==> src/rtl/exu_pkg.sv <==
package exu_pkg;

   typedef enum logic [3:0] {
      ALU_PASS = 4'b0000,
      ALU_AND  = 4'b0001,
      ALU_OR   = 4'b0010,
      ALU_NOT  = 4'b0011,
      ALU_XOR  = 4'b0100,
      ALU_ADD  = 4'b0101,
      ALU_SUB  = 4'b0110,
      ALU_INC  = 4'b0111,
      ALU_DEC  = 4'b1000,
      ALU_ZERO = 4'b1001
   } alu_op_e;

   typedef enum logic [2:0] {
      SHF_PASS = 3'b000,
      SHF_SHL  = 3'b001,
      SHF_SHR  = 3'b010,
      SHF_ROL  = 3'b011,
      SHF_ROR  = 3'b100
   } shf_mode_e;

   typedef enum logic [2:0] {
      REL_EQ = 3'b000,
      REL_NE = 3'b001,
      REL_GT = 3'b010,
      REL_GE = 3'b011,
      REL_LT = 3'b100,
      REL_LE = 3'b101
   } rel_e;

   localparam int OP_W   = 4;
   localparam int MODE_W = 3;
   localparam int REL_W  = 3;

endpackage

==> src/rtl/exu_alu.sv <==
module exu_alu
   import exu_pkg::*;
#(
   parameter int WIDTH = 16
) (
   input  logic [WIDTH-1:0] opa_i,
   input  logic [WIDTH-1:0] opb_i,
   input  logic [OP_W-1:0]  op_i,
   output logic [WIDTH-1:0] res_o
);
   localparam logic [WIDTH-1:0] ONE = WIDTH'(1);

   if (WIDTH < 2) begin : g_bad_width
      $error("exu_alu: WIDTH must be at least 2");
   end

   logic [WIDTH-1:0] sum_w;
   logic [WIDTH-1:0] addend_w;
   logic [WIDTH-1:0] base_w;
   logic             inv_w;
   logic             cin_w;

   // one shared adder serves add, subtract, increment and decrement
   always_comb begin
      base_w = opa_i;
      addend_w = opb_i;
      inv_w  = 1'b0;
      cin_w  = 1'b0;
      unique case (op_i)
         ALU_SUB: begin inv_w = 1'b1; cin_w = 1'b1; end
         ALU_INC: begin base_w = opb_i; addend_w = ONE; end
         ALU_DEC: begin base_w = opb_i; addend_w = ONE; inv_w = 1'b1; cin_w = 1'b1; end
         default: ;
      endcase
      sum_w = base_w + (inv_w ? ~addend_w : addend_w) + WIDTH'(cin_w);
   end

   always_comb begin
      case (op_i)
         ALU_PASS: res_o = opb_i;
         ALU_AND:  res_o = opa_i & opb_i;
         ALU_OR:   res_o = opa_i | opb_i;
         ALU_NOT:  res_o = ~opb_i;
         ALU_XOR:  res_o = opa_i ^ opb_i;
         ALU_ADD,
         ALU_SUB,
         ALU_INC,
         ALU_DEC:  res_o = sum_w;
         ALU_ZERO: res_o = '0;
         default:  res_o = opb_i;
      endcase
   end

endmodule

==> src/rtl/exu_shift.sv <==
module exu_shift
   import exu_pkg::*;
#(
   parameter int WIDTH = 16
) (
   input  logic [WIDTH-1:0]  din_i,
   input  logic [MODE_W-1:0] mode_i,
   output logic [WIDTH-1:0]  dout_o
);
   localparam int MSB = WIDTH - 1;

   if (WIDTH < 2) begin : g_bad_width
      $error("exu_shift: WIDTH must be at least 2");
   end

   logic is_shl, is_shr, is_rol, is_ror;
   logic left_fill, right_fill;

   assign is_shl = (mode_i == SHF_SHL);
   assign is_shr = (mode_i == SHF_SHR);
   assign is_rol = (mode_i == SHF_ROL);
   assign is_ror = (mode_i == SHF_ROR);

   // bit entering at the bottom on a left move, at the top on a right move
   assign left_fill  = is_rol ? din_i[MSB] : 1'b0;
   assign right_fill = is_ror ? din_i[0]   : 1'b0;

   for (genvar i = 0; i < WIDTH; i++) begin : g_bit
      logic from_low, from_high;
      if (i == 0) begin : g_low_edge
         assign from_low = left_fill;
      end else begin : g_low_mid
         assign from_low = din_i[i-1];
      end
      if (i == MSB) begin : g_high_edge
         assign from_high = right_fill;
      end else begin : g_high_mid
         assign from_high = din_i[i+1];
      end
      always_comb begin
         if (is_shl || is_rol)      dout_o[i] = from_low;
         else if (is_shr || is_ror) dout_o[i] = from_high;
         else                       dout_o[i] = din_i[i];
      end
   end

endmodule

==> src/rtl/exu_cmp.sv <==
module exu_cmp
   import exu_pkg::*;
#(
   parameter int WIDTH     = 16,
   parameter int CMP_STYLE = 0   // 0: direct relational operators, 1: borrow of a subtraction
) (
   input  logic [WIDTH-1:0] opa_i,
   input  logic [WIDTH-1:0] opb_i,
   input  logic [REL_W-1:0] rel_i,
   output logic             cond_o
);
   if (CMP_STYLE != 0 && CMP_STYLE != 1) begin : g_bad_style
      $error("exu_cmp: CMP_STYLE must be 0 or 1");
   end

   logic eq_w, lt_w, gt_w;

   assign eq_w = (opa_i == opb_i);

   if (CMP_STYLE == 0) begin : g_direct
      assign lt_w = (opa_i < opb_i);
      assign gt_w = (opa_i > opb_i);
   end else begin : g_borrow
      logic [WIDTH:0] diff_w;
      assign diff_w = {1'b0, opa_i} - {1'b0, opb_i};
      assign lt_w   = diff_w[WIDTH];
      assign gt_w   = ~diff_w[WIDTH] & ~eq_w;
   end

   always_comb begin
      case (rel_i)
         REL_EQ:  cond_o = eq_w;
         REL_NE:  cond_o = ~eq_w;
         REL_GT:  cond_o = gt_w;
         REL_GE:  cond_o = gt_w | eq_w;
         REL_LT:  cond_o = lt_w;
         REL_LE:  cond_o = lt_w | eq_w;
         default: cond_o = 1'b0;
      endcase
   end

endmodule

==> src/rtl/exu_top.sv <==
module exu_top
   import exu_pkg::*;
#(
   parameter int WIDTH     = 16,
   parameter int CMP_STYLE = 0
) (
   input  logic [WIDTH-1:0]  opa_i,
   input  logic [WIDTH-1:0]  opb_i,
   input  logic [OP_W-1:0]   alu_op_i,
   input  logic [MODE_W-1:0] shf_mode_i,
   input  logic [REL_W-1:0]  rel_i,
   output logic [WIDTH-1:0]  result_o,
   output logic              cond_o
);
   logic [WIDTH-1:0] alu_res;

   exu_alu #(.WIDTH(WIDTH)) u_alu (
      .opa_i (opa_i),
      .opb_i (opb_i),
      .op_i  (alu_op_i),
      .res_o (alu_res)
   );

   exu_shift #(.WIDTH(WIDTH)) u_shift (
      .din_i  (alu_res),
      .mode_i (shf_mode_i),
      .dout_o (result_o)
   );

   exu_cmp #(.WIDTH(WIDTH), .CMP_STYLE(CMP_STYLE)) u_cmp (
      .opa_i  (opa_i),
      .opb_i  (opb_i),
      .rel_i  (rel_i),
      .cond_o (cond_o)
   );

endmodule

==> config.mk <==
export PLATFORM = sky130hd
export DESIGN_NAME = exu_top
export DESIGN_NICKNAME = d
export VERILOG_FILES = /design/src/rtl/exu_pkg.sv /design/src/rtl/exu_alu.sv /design/src/rtl/exu_shift.sv /design/src/rtl/exu_cmp.sv /design/src/rtl/exu_top.sv
export SDC_FILE = /design/constraint.sdc
export NUM_CORES = 1
export LEC_CHECK = 0
export ABC_CLOCK_PERIOD_IN_PS = 7500
export BUFFER_PORTS_ARGS = -buffer_cell sky130_fd_sc_hd__buf_2
export CELL_PAD_IN_SITES_DETAIL_PLACEMENT = 1
export CELL_PAD_IN_SITES_GLOBAL_PLACEMENT = 2
export CORE_MARGIN = 1.5
export CORE_UTILIZATION = 30
export DETAILED_ROUTE_END_ITERATION = 8
export PLACE_DENSITY = 0.77
export SYNTH_ARGS = -nofsm -noshare
export SYNTH_HDL_FRONTEND = slang
export SYNTH_SLANG_ARGS = --single-unit
==> constraint.sdc <==
create_clock -name vclk -period 7.5
set_clock_uncertainty 0.15 [all_clocks]
set_input_delay 1.5 -clock vclk [all_inputs]
set_output_delay 1.5 -clock vclk [all_outputs]
set_load 0.02 [all_outputs]
# After elaboration in Yosys (flattened, before gate mapping)
# Cells that the tools add are included.
[totals]
output_inout_bits = 17
input_bits = 42
ff_bits = 0
word_cells = 77
[classes]
reduce_logical = 6
n_eq_ne = 19
n_lt_le_gt_ge = 2
addsub = 2
bitwise = 8
n_mux = 40
[op_table]
columns = ["cell", "n"]
rows = [
  ["$pmux W16 S6", 1],
  ["$mux W16", 3],
  ["$mux W1", 35],
  ["$not A16 Y16", 2],
  ["$add A16 B1 Y16", 1],
  ["$add A16 B16 Y16", 1],
  ["$and A16 B16 Y16", 1],
  ["$eq A16 B16 Y1", 1],
  ["$eq A4 B3 Y1 const B", 4],
  ["$gt A16 B16 Y1", 1],
  ["$lt A16 B16 Y1", 1],
  ["$or A16 B16 Y16", 1],
  ["$xor A16 B16 Y16", 1],
  ["$eq A3 B2 Y1 const B", 4],
  ["$eq A3 B3 Y1 const B", 3],
  ["$eq A4 B2 Y1 const B", 2],
  ["$eq A4 B4 Y1 const B", 2],
  ["$eq A3 B1 Y1 const B", 2],
  ["$pmux W1 S6", 1],
  ["$eq A4 B1 Y1 const B", 1],
  ["$reduce_or A2 Y1", 2],
  ["$reduce_or A4 Y1", 1],
  ["$logic_not A3 Y1", 1],
  ["$logic_or A1 B1 Y1", 2],
  ["other kinds (2)", 3],
]

# Depth between registers and ports, before layout
# Gate-level depths: netlist of the first run.
[logic_depth]
word_depth = 11
depth_mapped = 17
ltp_nobuf = 14

# Cells and area by module
# From an unflattened synthesis of the first run, not the netlist that was laid out.
[unflattened]
hier_cells = 532
hier_area_um2 = 3550.9
[by_module_without_submodules]
columns = ["mod", "seq_area_each_um2", "area_each_um2", "n_inst", "cells_per_inst"]
rows = [
  ["exu_alu", 0.0, 2452.4, 1, 372],
  ["exu_shift", 0.0, 628.1, 1, 97],
  ["exu_cmp", 0.0, 470.5, 1, 63],
]

# Worst setup path after synthesis of the first run
# No wires, ideal clock.
[synth_timing]
path_kind = "input to output"
startpoint = "in alu_op_i[1]"
endpoint = "out result_o[11]"
path_stages = 16
slack_ns = 0.367
arrival_time_ns = 5.483
t_required_ns = 5.850
n_path_buf = 4
path_cell_list = "or3b_1 -> buf_2 -> clkbuf_1 -> o21ai_0 -> clkbuf_1 -> clkbuf_1 -> o21ai_0 -> ha_1 -> nor2b_1 -> o31a_1 -> o21bai_1 -> nand4b_1 -> o2111a_1 -> nor3_2 -> o22ai_1 -> a221oi_1"
[synth_via]
elab_chain_cells = 10
elab_cells_between_ends = 22
classes_between = "add/sub: 2; eq/ne: 9; mux: 7; bitwise: 1; reduce/logical: 3"
[synth_rtl]
columns = ["element", "line_no", "rtl"]
rows = [
  ["from (decl)", "exu_top.sv:9", "input logic [OP_W-1:0] alu_op_i,"],
  ["$eq A4 B3 Y1 / $eq A4 B4 Y1 (equally long branches)", "exu_alu.sv:29, exu_alu.sv:39", ""],
  ["$reduce_or A2 Y1 (no source line)", "--", ""],
  ["$mux W16", "exu_alu.sv:29", "unique case (op_i)"],
  ["$not A16 Y16", "exu_alu.sv:35", "sum_w = base_w + (inv_w ? ~addend_w : addend_w) + WIDTH'(cin_w);"],
  ["$mux W16", "exu_alu.sv:35", ""],
  ["$add A16 B16 Y16", "exu_alu.sv:35", ""],
  ["$add A16 B1 Y16", "exu_alu.sv:35", ""],
  ["$pmux W16 S6 *", "exu_alu.sv:39", "case (op_i)"],
  ["$mux W1", "exu_shift.sv:42", "else if (is_shr || is_ror) dout_o[i] = from_high;"],
  ["$mux W1 *", "exu_shift.sv:41", "if (is_shl || is_rol) dout_o[i] = from_low;"],
  ["to (decl)", "exu_top.sv:12", "output logic [WIDTH-1:0] result_o,"],
]
# Mark *: on every way between the ends. The rest lies on a longest branch, timed or not.

# Worst setup path in the final report of the first run
[layout_timing]
startpoint = "in alu_op_i[2]"
endpoint = "out result_o[0]"
[layout_via]
elab_chain_cells = 10
elab_cells_between_ends = 23
classes_between = "add/sub: 2; eq/ne: 9; mux: 8; bitwise: 1; reduce/logical: 3"
[layout_rtl]
columns = ["element", "line_no"]
rows = [
  ["$eq A4 B3 Y1 / $eq A4 B4 Y1 (equally long branches)", "exu_alu.sv:29, exu_alu.sv:39"],
  ["$reduce_or A2 Y1 (no source line)", "--"],
  ["$mux W16", "exu_alu.sv:29"],
  ["$not A16 Y16", "exu_alu.sv:35"],
  ["$mux W16", "exu_alu.sv:35"],
  ["$add A16 B16 Y16", "exu_alu.sv:35"],
  ["$add A16 B1 Y16", "exu_alu.sv:35"],
  ["$pmux W16 S6 *", "exu_alu.sv:39"],
  ["$mux W1, on equally long branches", "exu_shift.sv:42, exu_shift.sv:25"],
  ["$mux W1 *", "exu_shift.sv:41"],
]
# Marked as above.

==> results.toml, run 1 <==
[critical_path]
cp.required_ns = 5.85
cp_max_fo = 31
cp-end-kind = "output pin"
startpoint_type = "input port"
worstSetupPathType = "in -> out"
cp_data_arrival_time_ns = 5.42

[min_path]
hold_path_depth = 4
hold_path.class = "in -> out"

[outcome]
outcome = "finished clean"

[power_and_ir_drop]
powerDensity_mw_per_mm2 = 89.28
power_leakage_nw = 1.949
ir_worst_vdd_uv = 28.07

[timing]
fmax_ghz = 0.1414
finalSetupViolCount = 0
finalCritPeriodShare = 0.9429
tightest_slew_ns = 0.8770
slew_violations = 0
period_needed_ns = 7.072
fin_setup_tns_ns = 0
rsz0062_at_grt = "no"
final_hold_viol_count = 0
max_slew_margin = 0.4002

[global_routing]
track_usage = 0.2337
grt_pass1_vias = 4804
grt_max_degree = 32
grt_pass1_wl_um = 25260
antenna_found_initial = 0
overflow = 0

[final_layout]
regArea_um2 = 0
nets = 728
final_common_cell = "ha_1"
multi_input_area_mm2 = 0.003458
antenna_cells = 0
syn_to_final_growth_pct = 12.59
mostFrequentLayoutCells = "62 x ha_1, 59 x buf_2, 56 x o21ai_0, 54 x a21oi_1, 53 x inv_1"
postLayoutCoreUtil = 0.3432
fill_cells = 1669
drive_gt1_frac = 0.1594
nClkBuffers = 0
design.seq.count = 0

[synth]
synth_area_mm2 = 0.003815
ys_types = 76
syn_nets = 687
synth_area_per_cell_um2 = 6.555
synth-seq-area-share = 0
netlist_instances = 582
yosysWarnings = 0

[job]
cap_violations = 0

[routing]
routed_via_density = 5.837
wl_per_cell_um = 19.41
drtIter0Drc = 231
wl_um = 15390
drt_drc_violations_left = 0
vias = 4629
drtPass1Iterations = 4
ant_nets = 0

[cts]
post_cts_buffers = 0
post_cts_resize_count = 0
cts_hold_buffers = 0

[floorplan]
fp.dieArea_mm2 = 0.01340
start_util = 0.3048
ios = 59
die_w_um = 115.8
die_h_um = 115.8
row_count = 41
fp.coreArea_mm2 = 0.01252

[placed_design]
finalWeightedCongestion = 0.8398
portBuffers = 59
dp_hpwl_um = 12320
per-layer routing:
metal	vias up	global-route usage	wire [um]	part of all wire
met5	-	0	0	0
met4	0	0.07236	501	0.033
met3	22	0.005753	408	0.027
met2	86	0.4180	7570	0.49
met1	2243	0.3052	6912	0.45
li1	2278	-	-	-
worst paths after layout:
kind | startpoint | to
worst max-delay path | alu_op_i[2] | result_o[0]
worst min-delay path | rel_i[2] | cond_o
logic make-up (layout without fill, tap and decap cells):
| logic type | after synthesis | in the layout | synth area share |
|---|---|---|---|
| fa+ha+maj | 63 | 63 | 0.2086 |
| xor+xnor | 2 | 2 | 0.004593 |
| simple gates | 156 | 156 | 0.2145 |
| mux | 5 | 5 | 0.01312 |
| compound gates | 265 | 265 | 0.4647 |
| buf+inv | 91 | 130 | 0.09445 |
metrics by stage:
stage	instances	hold WS [ns]	total power, mW	worst slack, ns	instance area [um^2]
floorplan	582	3.074	0.2608	0.3673	3815
global placement	793	3.271	0.3728	0.5256	4295
detailed placement	793	3.289	0.3796	0.4916	4295
CTS	793	3.289	0.3827	0.4624	4295
global route	793	3.307	0.4259	0.06392	4295
finish	793	3.288	0.3835	0.4284	4295
where the power goes:
part | switching, mW | internal (mW)
Clock | 0 | 0
Combinational | 0.242 | 0.142
Sequential | 0 | 0
area by class of cell:
cell class / count / share of cell area
multi-input combinational: 491 / 0.8051
timing repair buffer: 75 / 0.09671
tap: 172 / 0.05010
inverter: 55 / 0.04806
cell usage after synthesis, types with 3 or more instances:
cell | instances | area [um^2]
o211ai_1 | 8 | 60.06
o22ai_1 | 37 | 231.5
a211oi_1 | 8 | 60.06
nand3_1 | 4 | 20.02
a21o_1 | 7 | 52.55
nor2_1 | 32 | 120.1
o211a_1 | 3 | 30.03
ha_1 | 62 | 775.7
o21a_1 | 7 | 52.55
a221o_1 | 3 | 30.03
a22oi_1 | 4 | 30.03
a221oi_2 | 3 | 45.04
o32ai_1 | 5 | 43.79
mux2i_1 | 5 | 50.05
o21bai_1 | 12 | 90.09
nor3_1 | 13 | 65.06
buf_2 | 9 | 45.04
a211o_1 | 4 | 35.03
a31oi_1 | 12 | 75.07
o221ai_1 | 3 | 26.28
a21oi_1 | 54 | 270.3
inv_1 | 53 | 198.9
nor3b_1 | 3 | 22.52
or2_2 | 6 | 37.54
or3_1 | 5 | 31.28
clkbuf_1 | 25 | 93.84
o21ai_0 | 57 | 285.3
nand2_1 | 46 | 172.7
a221oi_1 | 4 | 35.03
a21boi_0 | 4 | 30.03
nand2b_1 | 7 | 43.79
nor2b_1 | 11 | 68.82
and3_1 | 4 | 25.02
nor4_1 | 4 | 25.02
critical path, cell delays in order:
cell	delay, ns
buf_2	0.26
and3b_4	0.51
a21oi_1	0.12
o21ai_0	0.30
ha_1	0.31
and3b_1	0.18
a221oi_2	0.38
nand3_2	0.17
a21o_1	0.25
a2111oi_1	0.66
nor2_1	0.19
a41oi_2	0.24
o221ai_1	0.14
buf_2	0.18
Note: power is estimated with default switching activity, not from simulation.
==> run 2, diff against run 1 <==
--- a/config.mk
+++ b/config.mk
@@ -13,6 +13,7 @@
 export CORE_UTILIZATION = 30
 export DETAILED_ROUTE_END_ITERATION = 8
 export PLACE_DENSITY = 0.77
+export RECOVER_POWER = 25
 export SYNTH_ARGS = -nofsm -noshare
 export SYNTH_HDL_FRONTEND = slang
 export SYNTH_SLANG_ARGS = --single-unit
==> run 2 against run 1 <==
Against the previous run:
- utilization about the same
- setup slack worse by 0.0016 ns
- total power barely moved
- die area unchanged
- sequential share of layout area is the same
- via count is 0.13% lower
- routed wire length barely moved
==> results.toml, run 2 (synthesized netlist as in run 1, its figures left out) <==
[timing]
fin_setup_tns_ns = 0
period_needed_ns = 7.073
finalSetupViolCount = 0
finalCritPeriodShare = 0.9431
max_slew_margin = 0.4003
final_hold_viol_count = 0
rsz0062_at_grt = "no"
setup_ws_ns = 0.4268
worst_hold_slack_ns = 3.298
tightest_slew_ns = 0.8769
fmax_ghz = 0.1414
slew_violations = 0

[placed_design]
dp.cells = 793
finalWeightedCongestion = 0.8398
dpl-instance-area_mm2 = 0.004295
portBuffers = 59
dp_hpwl_um = 12320
dp_slack_ns = 0.4916

[critical_path]
worstSetupPathType = "in -> out"
crit_slowest_cell = "a2111oi_1"
path_cells = "buf_2 -> and3b_4 -> a21oi_1 -> o21ai_0 -> ha_1 -> and3b_1 -> a221oi_2 -> nand3_2 -> a21o_1 -> a2111oi_1 -> nor2_1 -> a41oi_2 -> o221ai_1 -> buf_2"
cp_max_fo = 31
startpoint_type = "input port"
cp.required_ns = 5.85
cpMostUsedCell = "buf_2"
cp_data_arrival_time_ns = 5.42
cpPeakStageDelay_ns = 0.66
cp-end-kind = "output pin"
path_delay_family = "compound AO/OA/AOI/OAI gates"
critPathBufInv = 2

[final_layout]
nets = 728
nClkBuffers = 0
stdcell_area_mm2 = 0.004294
postLayoutCoreUtil = 0.3431
multi_input_area_mm2 = 0.003458
antenna_cells = 0
stdcell_count = 793
design.seq.count = 0
regArea_um2 = 0
syn_to_final_growth_pct = 12.56
drive_gt1_frac = 0.1578
mostFrequentLayoutCells = "62 x ha_1, 58 x buf_2, 56 x o21ai_0, 54 x a21oi_1, 53 x inv_1"
final_common_cell = "ha_1"
fill_cells = 1670

[global_routing]
grt_pass1_vias = 4804
overflow = 0
grt_pass1_wl_um = 25260
antenna_found_initial = 0
grt_max_degree = 32
track_usage = 0.2337

[routing]
drt_drc_violations_left = 0
drtPass1Iterations = 4
drtIter0Drc = 232
wl_um = 15400
ant_nets = 0
routed_via_density = 5.830
wl_per_cell_um = 19.42
vias = 4623

[cts]
post_cts_resize_count = 0
cts_hold_buffers = 0
post_cts_buffers = 0

[floorplan]
fp.dieArea_mm2 = 0.01340
row_count = 41
die_w_um = 115.8
fp.coreArea_mm2 = 0.01252
ios = 59
die_h_um = 115.8
start_util = 0.3048

[power_and_ir_drop]
ir_worst_vdd_uv = 28.07
power.total_mw = 0.3833
powerDensity_mw_per_mm2 = 89.27
power_leakage_nw = 1.946

[min_path]
hold_path.class = "in -> out"

[outcome]
outcome = "finished clean"

[job]
cap_violations = 0
run 2: cell types whose count changed in the layout (fill, tap and decap cells not counted), sizes merged:
cell	change
buf	-1
clkbuf	+1
run 2: final cells by class:
class | instances | area share
inverter | 55 | 0.04808
multi-input combinational | 491 | 0.8054
tap | 172 | 0.05012
timing repair buffer | 75 | 0.09645
run 2: report_power, final:
part,switching [mW],internal [mW]
clock network,0,0
registers,0,0
logic,0.242,0.142
total,0.242,0.142
run 2: final timing paths:
kind / start / end / cells past startpoint / slack, ns
hold / removal: rel_i[2] / cond_o / 4 / 3.30
setup / recovery: alu_op_i[2] / result_o[0] / 14 / 0.43
run 2: metal layers:
metal | up-vias | routed length, um | global-route usage
met5 | - | 0 | 0
li1 | 2278 | - | -
met4 | 0 | 500 | 0.07236
met1 | 2238 | 6926 | 0.3052
met2 | 85 | 7568 | 0.4180
met3 | 22 | 402 | 0.005753
==> run 3, diff against run 2 <==
--- a/config.mk
+++ b/config.mk
@@ -12,7 +12,7 @@
 export CORE_MARGIN = 1.5
 export CORE_UTILIZATION = 30
 export DETAILED_ROUTE_END_ITERATION = 8
-export PLACE_DENSITY = 0.77
+export PLACE_DENSITY = 0.85
 export RECOVER_POWER = 25
 export SYNTH_ARGS = -nofsm -noshare
 export SYNTH_HDL_FRONTEND = slang
==> run 3 against run 2 <==
Against the previous run:
- non-clock buffer count decreased by 4
- count of clock-buffer cells in the layout unchanged
- worst hold slack about the same
- cell count decreased by 0.50%
- critical endpoint is now result_o[12]
- routed wire length decreased by 2.0%
- largest cell class unchanged
==> results.toml, run 3 (synthesized netlist as in run 1, its figures left out) <==
[outcome]
outcome = "finished clean"

[global_routing]
grt_max_degree = 32
track_usage = 0.2239
antenna_found_initial = 0
grt_pass1_vias = 4644
grt_pass1_wl_um = 24300
overflow = 0

[floorplan]
die_w_um = 115.8
fp.coreArea_mm2 = 0.01252
ios = 59
fp.dieArea_mm2 = 0.01340
start_util = 0.3048
die_h_um = 115.8
row_count = 41

[power_and_ir_drop]
ir_worst_vdd_uv = 19.75
power_leakage_nw = 1.923
powerDensity_mw_per_mm2 = 89.44

[timing]
tightest_slew_ns = 0.7137
fmax_ghz = 0.1391
final_hold_viol_count = 0
fin_setup_tns_ns = 0
slew_violations = 0
max_slew_margin = 0.5242
rsz0062_at_grt = "no"
worst_hold_slack_ns = 3.298
period_needed_ns = 7.191
finalCritPeriodShare = 0.9588
finalSetupViolCount = 0

[final_layout]
stdcell_count = 789
stdcell_area_mm2 = 0.004259
syn_to_final_growth_pct = 11.64
final_common_cell = "ha_1"
mostFrequentLayoutCells = "62 x ha_1, 57 x buf_2, 56 x o21ai_0, 54 x a21oi_1, 53 x inv_1"
regArea_um2 = 0
design.seq.count = 0
antenna_cells = 0
nClkBuffers = 0
nets = 724
drive_gt1_frac = 0.1491

[critical_path]
path_cells = "buf_2 -> or3b_1 -> o21ai_1 -> buf_4 -> nand2_1 -> o21ai_0 -> ha_1 -> nor2b_1 -> o31a_1 -> o21bai_1 -> nand4b_1 -> o2111a_1 -> nor3_2 -> mux2i_1 -> a221oi_2 -> buf_2"
cp_max_fo = 19
critPathBufInv = 3
crit_slowest_cell = "nor3_2"
cp-startpoint = "alu_op_i[2]"
path_delay_family = "compound AO/OA/AOI/OAI gates"
cp.required_ns = 5.85
cpMostUsedCell = "buf_2"
cp_data_arrival_time_ns = 5.54
startpoint_type = "input port"
worstSetupPathType = "in -> out"
cp-end-kind = "output pin"
cpPeakStageDelay_ns = 0.42

[placed_design]
dpl-instance-area_mm2 = 0.004262
finalWeightedCongestion = 0.8948
dp.cells = 789
dp_hpwl_um = 12150
portBuffers = 59

[routing]
drtIter0Drc = 219
wl_um = 15090
drt_drc_violations_left = 0
ant_nets = 0
routed_via_density = 5.947
drtPass1Iterations = 4
vias = 4692
wl_per_cell_um = 19.12

[cts]
post_cts_resize_count = 0
cts_hold_buffers = 0
post_cts_buffers = 0

[job]
cap_violations = 0

[min_path]
hold_path_startpoint = "rel_i[2]"
hold_path.class = "in -> out"
run 3: report_power, final:
| group | internal, mW | total (mW) | switching (mW) |
|---|---|---|---|
| combinational | 0.139 | 0.381 | 0.242 |
| clock | 0 | 0 | 0 |
| sequential | 0 | 0 | 0 |
run 3: final timing paths:
path      endpoint  slack, ns  depth (start not counted)
max   result_o[12]       0.31                         16
min         cond_o       3.30                          4
run 3: layout make-up:
class / count / area [um^2]
Fill cell: 1660 / 8258
Tap cell: 172 / 215.2
Inverter: 55 / 206.4
Timing Repair Buffer: 71 / 382.9
Multi-Input combinational cell: 491 / 3455
run 3: stage by stage:
stage / total power [mW] / setup WS [ns] / util
2_1_floorplan: 0.2608 / 0.3673 / -
3_3_place_gp: 0.3666 / 0.5191 / 0.3405
3_5_place_dp: 0.3760 / 0.4013 / 0.3405
4_1_cts: 0.3783 / 0.3882 / 0.3405
5_1_grt: 0.4201 / 0.05849 / 0.3403
6_report: 0.3809 / 0.3093 / 0.3403
run 3: per-layer routing:
layer	global-route usage	vias up	wire length [um]
li1	-	2269	-
met1	0.2891	2270	6694
met2	0.4027	123	7345
met3	0.007845	30	524
met4	0.06992	0	526
met5	0	-	0
